`src/rtl/tim_burst_window.sv`:
```
module tim_burst_window #(
  parameter int NUM_REGS = 20,
  parameter int ADDR_W   = 10,
  parameter int DW       = 32,
  parameter int NSRC     = 7
) (
  input  logic              clk,
  input  logic              rst_n,
  input  logic              bus_sel,
  input  logic              bus_wr,
  input  logic [ADDR_W-1:0] bus_addr,
  input  logic [DW-1:0]     bus_wdata,
  output logic [DW-1:0]     bus_rdata,
  input  logic [NSRC-1:0]   ev_in,
  output logic              dma_req
);
  localparam int WORD_W  = ADDR_W - 2;
  localparam int FLD_W   = 5;
  localparam int LEN_LSB = 8;
  localparam int EN_LSB  = 8;
  localparam int MI_W    = $clog2(NUM_REGS);
  localparam logic [WORD_W-1:0] LIM      = WORD_W'(NUM_REGS);
  localparam logic [WORD_W-1:0] IDX_EN   = WORD_W'(3);
  localparam logic [WORD_W-1:0] IDX_SR   = WORD_W'(4);
  localparam logic [WORD_W-1:0] IDX_CTRL = WORD_W'(18);
  localparam logic [WORD_W-1:0] IDX_WIN  = WORD_W'(19);

  logic [DW-1:0]    mem [NUM_REGS];
  logic [FLD_W-1:0] base, len, beat;
  logic [NSRC-1:0]  en, flags;
  logic             pend;

  logic [WORD_W-1:0] word, run_idx, tgt;
  logic              is_win, win_adv, last, hit, do_wr, in_range, generic;
  logic              win_rd_oob;

  assign word     = bus_addr[ADDR_W-1:2];
  assign is_win   = bus_sel && (word == IDX_WIN);
  assign run_idx  = WORD_W'(base) + WORD_W'(beat);
  assign tgt      = is_win ? run_idx : word;
  assign in_range = (tgt < LIM) && (tgt != IDX_WIN);
  assign generic  = in_range && tgt != IDX_EN && tgt != IDX_SR && tgt != IDX_CTRL;
  assign do_wr    = bus_sel && bus_wr && in_range;
  assign win_adv  = is_win && dma_req;
  assign last     = (beat == len);
  assign hit      = |(ev_in & en);
  assign win_rd_oob = is_win && !bus_wr && !in_range;

  always_comb begin
    bus_rdata = '0;
    if (bus_sel && in_range) begin
      if (tgt == IDX_CTRL) begin
        bus_rdata[FLD_W-1:0]          = base;
        bus_rdata[LEN_LSB +: FLD_W]   = len;
      end else if (tgt == IDX_EN) begin
        bus_rdata[EN_LSB +: NSRC]     = en;
      end else if (tgt == IDX_SR) begin
        bus_rdata[NSRC-1:0]           = flags;
      end else begin
        bus_rdata = mem[tgt[MI_W-1:0]];
      end
    end
  end

  always_ff @(posedge clk) begin
    if (!rst_n) begin
      for (int i = 0; i < NUM_REGS; i++) mem[i] <= '0;
    end else if (do_wr && generic) begin
      mem[tgt[MI_W-1:0]] <= bus_wdata;
    end
  end

  always_ff @(posedge clk) begin
    if (!rst_n) begin
      base  <= '0;
      len   <= '0;
      en    <= '0;
      flags <= '0;
    end else begin
      if (do_wr && tgt == IDX_CTRL) begin
        base <= bus_wdata[FLD_W-1:0];
        len  <= bus_wdata[LEN_LSB +: FLD_W];
      end
      if (do_wr && tgt == IDX_EN) en <= bus_wdata[EN_LSB +: NSRC];
      if (do_wr && tgt == IDX_SR) flags <= (flags & bus_wdata[NSRC-1:0]) | ev_in;
      else                        flags <= flags | ev_in;
    end
  end

  always_ff @(posedge clk) begin
    if (!rst_n) begin
      dma_req <= 1'b0;
      pend    <= 1'b0;
      beat    <= '0;
    end else if (win_adv && last) begin
      beat    <= '0;
      dma_req <= pend | hit;
      pend    <= 1'b0;
    end else begin
      if (win_adv) beat <= beat + 1'b1;
      if (hit) begin
        if (dma_req) pend <= 1'b1;
        else         dma_req <= 1'b1;
      end
    end
  end

  logic unused_bits;
  assign unused_bits = ^bus_addr[1:0];
endmodule

```
`config.mk`:
```
export PLATFORM = sky130hd
export DESIGN_NAME = tim_burst_window
export DESIGN_NICKNAME = d
export VERILOG_FILES = /design/src/rtl/tim_burst_window.sv
export SDC_FILE = /design/constraint.sdc
export NUM_CORES = 1
export LEC_CHECK = 0
export BUFFER_PORTS_ARGS = -buffer_cell sky130_fd_sc_hd__buf_4
export CORE_MARGIN = 4
export CORE_UTILIZATION = 40
export CTS_BUF_LIST = sky130_fd_sc_hd__clkbuf_8 sky130_fd_sc_hd__clkbuf_16
export DETAILED_ROUTE_END_ITERATION = 7
export PLACE_DENSITY = 0.6
export SYNTH_ARGS = -nofsm -noshare
export SYNTH_HDL_FRONTEND = slang
export SYNTH_SLANG_ARGS = --single-unit
```
`constraint.sdc`:
```
create_clock -name clk -period 4.2 [get_ports clk]
set_input_delay 0.42 -clock clk [delete_from_list [all_inputs] [get_ports clk]]
set_output_delay 0.42 -clock clk [all_outputs]
set_load 0.1 [all_outputs]
```
### Yosys cells after proc, flatten, opt, wreduce, memory -nomap -nowiden

Memory sizes are Yosys's and may differ from the RTL's.
Cells that the tools add are included.

* logic and storage cells: 66
* input port bits: 53
* memories: 1
* bits in registers: 31
* output and inout bits: 33
* RAM bits: 640

Memory list
* mem: depth 20, width 32, read ports 1, clocked after Yosys merged registers in 0, write ports 20, line 28 `logic [DW-1:0] mem [NUM_REGS];`

* muxes and demuxes: 21
* $add $sub $neg: 2
* bitwise gates (word level): 6
* reductions and logical operators: 19
* magnitude comparators: 1
* equality and inequality tests: 9

Operator list (count)
* $mux 32: 2
* $reduce_or 32->1: 1
* $mux 25: 1
* $mux 7: 3
* $mux 19: 1
* $mux 17: 1
* $eq 8x5->1 const B: 2
* $mux 8: 2
* $ne 8x5->1 const B: 2
* $mux 5: 3
* $and 7x7->7: 2
* $logic_and 1x1->1: 14
* $or 7x7->7: 2
* $eq 8x2->1 const B: 1
* $eq 8x3->1 const B: 1
* $lt 8x5->1 const B: 1
* $ne 8x2->1 const B: 1
* $ne 8x3->1 const B: 1
* $mux 1: 7
* $reduce_or 7->1: 1
* $add 5x5->6: 1
* $add 5x1->5 const B: 1
* $eq 5x5->1: 1
* $mux 3: 1
* 5 further kinds: 5

### Depth between registers and ports, before layout

* word-level depth: 14
* gate-level depth with buffers: 13

### Worst setup path before layout

No wires, ideal clock.

* path type: register to output
* start point: register beat[0]
* end point: output port bus_rdata[14]
* arrival time: 4.910 ns
* slack: -1.130 ns
* buffers on the path: 2
* data required time: 3.780 ns
* stages on the path, launching flop included: 12
* cell sequence: dfxtp_1 > ha_1 > inv_1 > fa_1 > nor4b_2 > a32oi_2 > buf_2 > buf_1 > nor2_1 > o41ai_1 > o22ai_1 > o31ai_1

* longest elaborated chain between the ends: 7

Ends and longest elaborated chain
* start, declared: line 29 `logic [FLD_W-1:0] base, len, beat;`
* start signal, assigned: line 100 `if (win_adv) beat <= beat + 1'b1;`
* $add 5x5->6 (*): line 39 `assign run_idx = WORD_W'(base) + WORD_W'(beat);`
* $mux 8 (*): line 40 `assign tgt = is_win ? run_idx : word;`
* $mem_v2 20x32 or $eq 8x3->1 (tied branches)
* $mux 25: line 57 `end else if (tgt == IDX_SR) begin`
* $mux 7: line 55 `end else if (tgt == IDX_EN) begin`
* $mux 19: line 52 `if (tgt == IDX_CTRL) begin`
* $mux 32 (*): line 51 `if (bus_sel && in_range) begin`
* end, declared: line 13 `output logic [DW-1:0] bus_rdata,`

Every way passes the cells marked *; elsewhere a longest branch is shown, timed or not.

### Worst setup path after layout

* start point: register beat[0]
* end point: output port bus_rdata[13]

The elaborated chain is that of the path after synthesis.

==> summary.txt <==
Status
  – Status: finished, violations left
  – Failing checks: setup timing

CTS
  – Clock Path Buffers: 3
  – Root buf cell: clkbuf_16
  – CTS tree: built
  – Worst-path clk slew: about 0.06 ns
  – Worst-Skew Late Latency: around 0.69 ns
  – CTS Sinks: 987
  – CTS H-tree lvls: 3
  – TritonCTS buffer count: around 100

Final layout
  – Area grow syn2layout: 29.2%
  – Nets: around 3700
  – Finished Cell Area: approximately 0.053 sq mm
  – Non-Filler Instances: approximately 5000
  – Fin util: 0.520
  – Layout cells sized above 1: 0.209

Setup path
  – Arrival @ worst endpoint: slightly above 4 ns
  – Crit-path max FO: 21
  – CP max stage cell: fa_2
  – Worst setup EP type: output pin
  – CP peak stage delay: ~0.48 ns
  – CP cell instances: ha_4 > inv_2 > fa_2 > nor3b_2 > a32oi_4 > buf_6 > buf_16 > buf_16 > o221ai_1 > o221ai_4 > a21oi_2 > nor3_2 > buf_4 > a22o_4 > buf_12
  – Critical Path Source Type: register
  – Setup CP Type: register to output pin
  – Most used cell, CP: buf_16
  – WP data required: around 3.8 ns
  – Buf/Inv on CP: 6
  – Top Family by Delay on Critical Path: compound AO/OA/AOI/OAI gates

Synth
  – Post-synthesis sequential area ratio: 0.714
  – Area of the mapped netlist: between 0.04 and 0.05 sq mm
  – Seq cells post-synth: 987
  – Synth cell count leaders: edfxtp_1, and2_1, o22ai_1
  – Synth Area per Inst: about 14 sq um
  – Synth top area share: 0.699
  – Post-synth EDFFs: between 900 and 1000
  – Cell taking the most area after synthesis: edfxtp_1
  – Synth area leaders: edfxtp_1, and2_1, o22ai_1
  – Cell variety after synth: between 70 and 80
  – Synth warnings: 0
  – Post-synth ARST share: 0
  – Cells after Synth: between 2000 and 3000
  – Top_reg_cell synth: edfxtp_1
  – Most common cell in the netlist: edfxtp_1

Power
  – Cell area power density: about 430 mW/mm^2
  – Switching Share: 0.236
  – Worst IR Drop VDD: approximately 0.4 mV
  – Internal: 17.3 mW
  – Clock power share: 0.401
  – P_leak: around 19 nW
  – Reg power frac: 0.513
  – Switch Pwr: about 5.3 mW
  – Logic pwr share: 0.086
  – Power Total: around 23 mW

Routing
  – Via density: around 5.5
  – Routed wire per std cell: ~25 um
  – Initial DRC count: roughly 3500
  – Routed Wire Length: 128000 um
  – Residual DRC count: 0
  – Post-route antenna net violation count: 0
  – First-pass DRT Iterations: 5
  – Vias post-DR: around 28000

GRT
  – Largest net degree at the start of global routing: 38
  – Vias in the first global route: approximately 28000
  – Number of antenna violations at the first check in global routing: 8
  – GR Util All Layers: 0.231
  – First-pass GRT wire length: 184000 um
  – Gr ovfl total: 0

Placed design
  – DP Cell Count: about 4800
  – Port Buffers: 83
  – Placer Congestion: 0.820
  – Cell Area, Placed: 0.0468 sq mm
  – Dpl hpwl: between 70000 and 80000 um

Floorplan
  – Top Ports: 86
  – Row count: 117
  – Die width: approximately 330 um
  – Initial Utilization: 0.403
  – Core box area: a little over 0.1 sq mm
  – DIE HEIGHT: around 330 um
  – Full die area: ~0.11 sq mm

Timing
  – Max Clk Rate: between 200 and 250 MHz
  – Hold Vio Cnt, Final: 0
  – Final period utilization: 1.06
  – Final min period: 4.45 ns
  – Min Hold Slack: ~0.044 ns
  – Slew @ Worst Pin: between 1 and 1.5 ns
  – Pins over their slew limit: 0
  – Slew headroom: 0.299
  – Setup WS post-layout: -0.250 ns
  – Final setup viols: 32
  – Clock Skew: between 0.02 and 0.025 ns
  – Unrepaired setup endpoints after global routing: true

Run
  – Max Cap Violations: 0

Hold path
  – HP Class: input pin to register
worst paths after layout:
path / from / endpoint / slack (ns) / depth (start not counted)
setup reg to reg: base[0]$_SDFFE_PN0P_ / mem[6][11]$_SDFFCE_PN0P_ / 0.59 / 14
setup / recovery: beat[0]$_SDFFE_PP0P_ / bus_rdata[13] / -0.25 / 15
hold / removal: ev_in[5] / flags[5]$_SDFF_PN0_ / 0.04 / 3
hold reg to reg: pend$_SDFFE_PP0P_ / pend$_SDFFE_PP0P_ / 0.48 / 2
sequential cells by signal, indices dropped and copies added, names as in the netlist:
signal,cells
base,5
beat,5
dma_req,1
en,7
flags,7
len,5
mem,956
pend,1
stage by stage:
step                worst slack [ns]  TNS, ns
finish                        -0.250    -4.59
global route                  -0.366    -8.71
CTS                           -0.288    -6.77
detailed placement           -0.0142  -0.0238
global placement              0.0559        0
floorplan                     -0.291   -0.291
cells in the final DEF (no fill, tap or decap), types with 6 or more instances in the layout:
master	count
a21oi_2	14
clkbuf_16	111
clkinv_1	24
o221ai_1	92
o221ai_2	14
a21oi_1	49
buf_4	264
o22ai_4	7
nand3_1	29
nand4_1	30
edfxtp_1	956
buf_12	87
o22ai_1	314
nand2_1	42
nor3_1	57
and2_1	516
inv_1	23
a2bb2oi_1	6
o22ai_2	31
o21ai_2	13
and3_4	7
o21ai_1	56
conb_1	444
nor2_1	118
buf_8	11
nor3_2	32
nand2b_2	16
xor2_1	8
mux2i_1	30
buf_16	19
dfxtp_1	29
o22a_1	21
o21ai_0	85
buf_6	28
a21oi_4	7
a22oi_1	8
clkinv_2	24
bufinv_16	10
timing repair:
| action | 4_1_cts | 5_1_grt |
|---|---|---|
| cloned | 18 | 8 |
| setup buffers | 50 | 24 |
| hold buffers | 2 | 0 |
| pin swaps | 80 | 83 |
| hold endpoints to repair | 2 | 0 |
| gates resized for setup | 279 | 109 |
| endpoints found under the setup margin | 32 | 32 |
cells by family after synthesis:
| kind of cell | after synthesis | synth area share |
|---|---|---|
| compound gates | 764 | 0.122 |
| simple gates | 896 | 0.125 |
| mux | 31 | 0.00759 |
| flops | 987 | 0.714 |
| buf+inv | 256 | 0.0265 |
| xor+xnor | 13 | 0.00277 |
| other cells | 1 | 0.0000914 |
| fa+ha+maj | 7 | 0.00232 |
layout make-up:
cell class                 instances  area [sq um]
fill                            8648         48900
multi-input combinational       2155         13500
sequential                       987         29300
clock buffer                     105          2610
tap                             1368          1710
antenna                            1          2.50
inverter                          10          37.5
timing repair buffer             424          5110
clock inverter                    88           752
tightest hold or removal path, stage by stage:
cell     delay (ns)
buf_4          0.09
nor2_1         0.03
a21oi_1        0.12
power groups by stage:
stage	logic, mW	registers [mW]	clock network, mW
2_1_floorplan	0.810	11.7	0
3_5_place_dp	1.60	11.8	0
6_report	1.95	11.6	9.05
4_1_cts	1.83	11.6	9.18
5_1_grt	2.07	11.6	9.59
3_3_place_gp	1.59	11.7	0
routing by layer:
metal / global-route usage / wire length (um)
met3: 0.0367 / 12300
met2: 0.371 / 59700
met1: 0.329 / 52800
met5: 0 / 13
met4: 0.0635 / 3280
No activity file was read; power rests on OpenSTA's default activity.
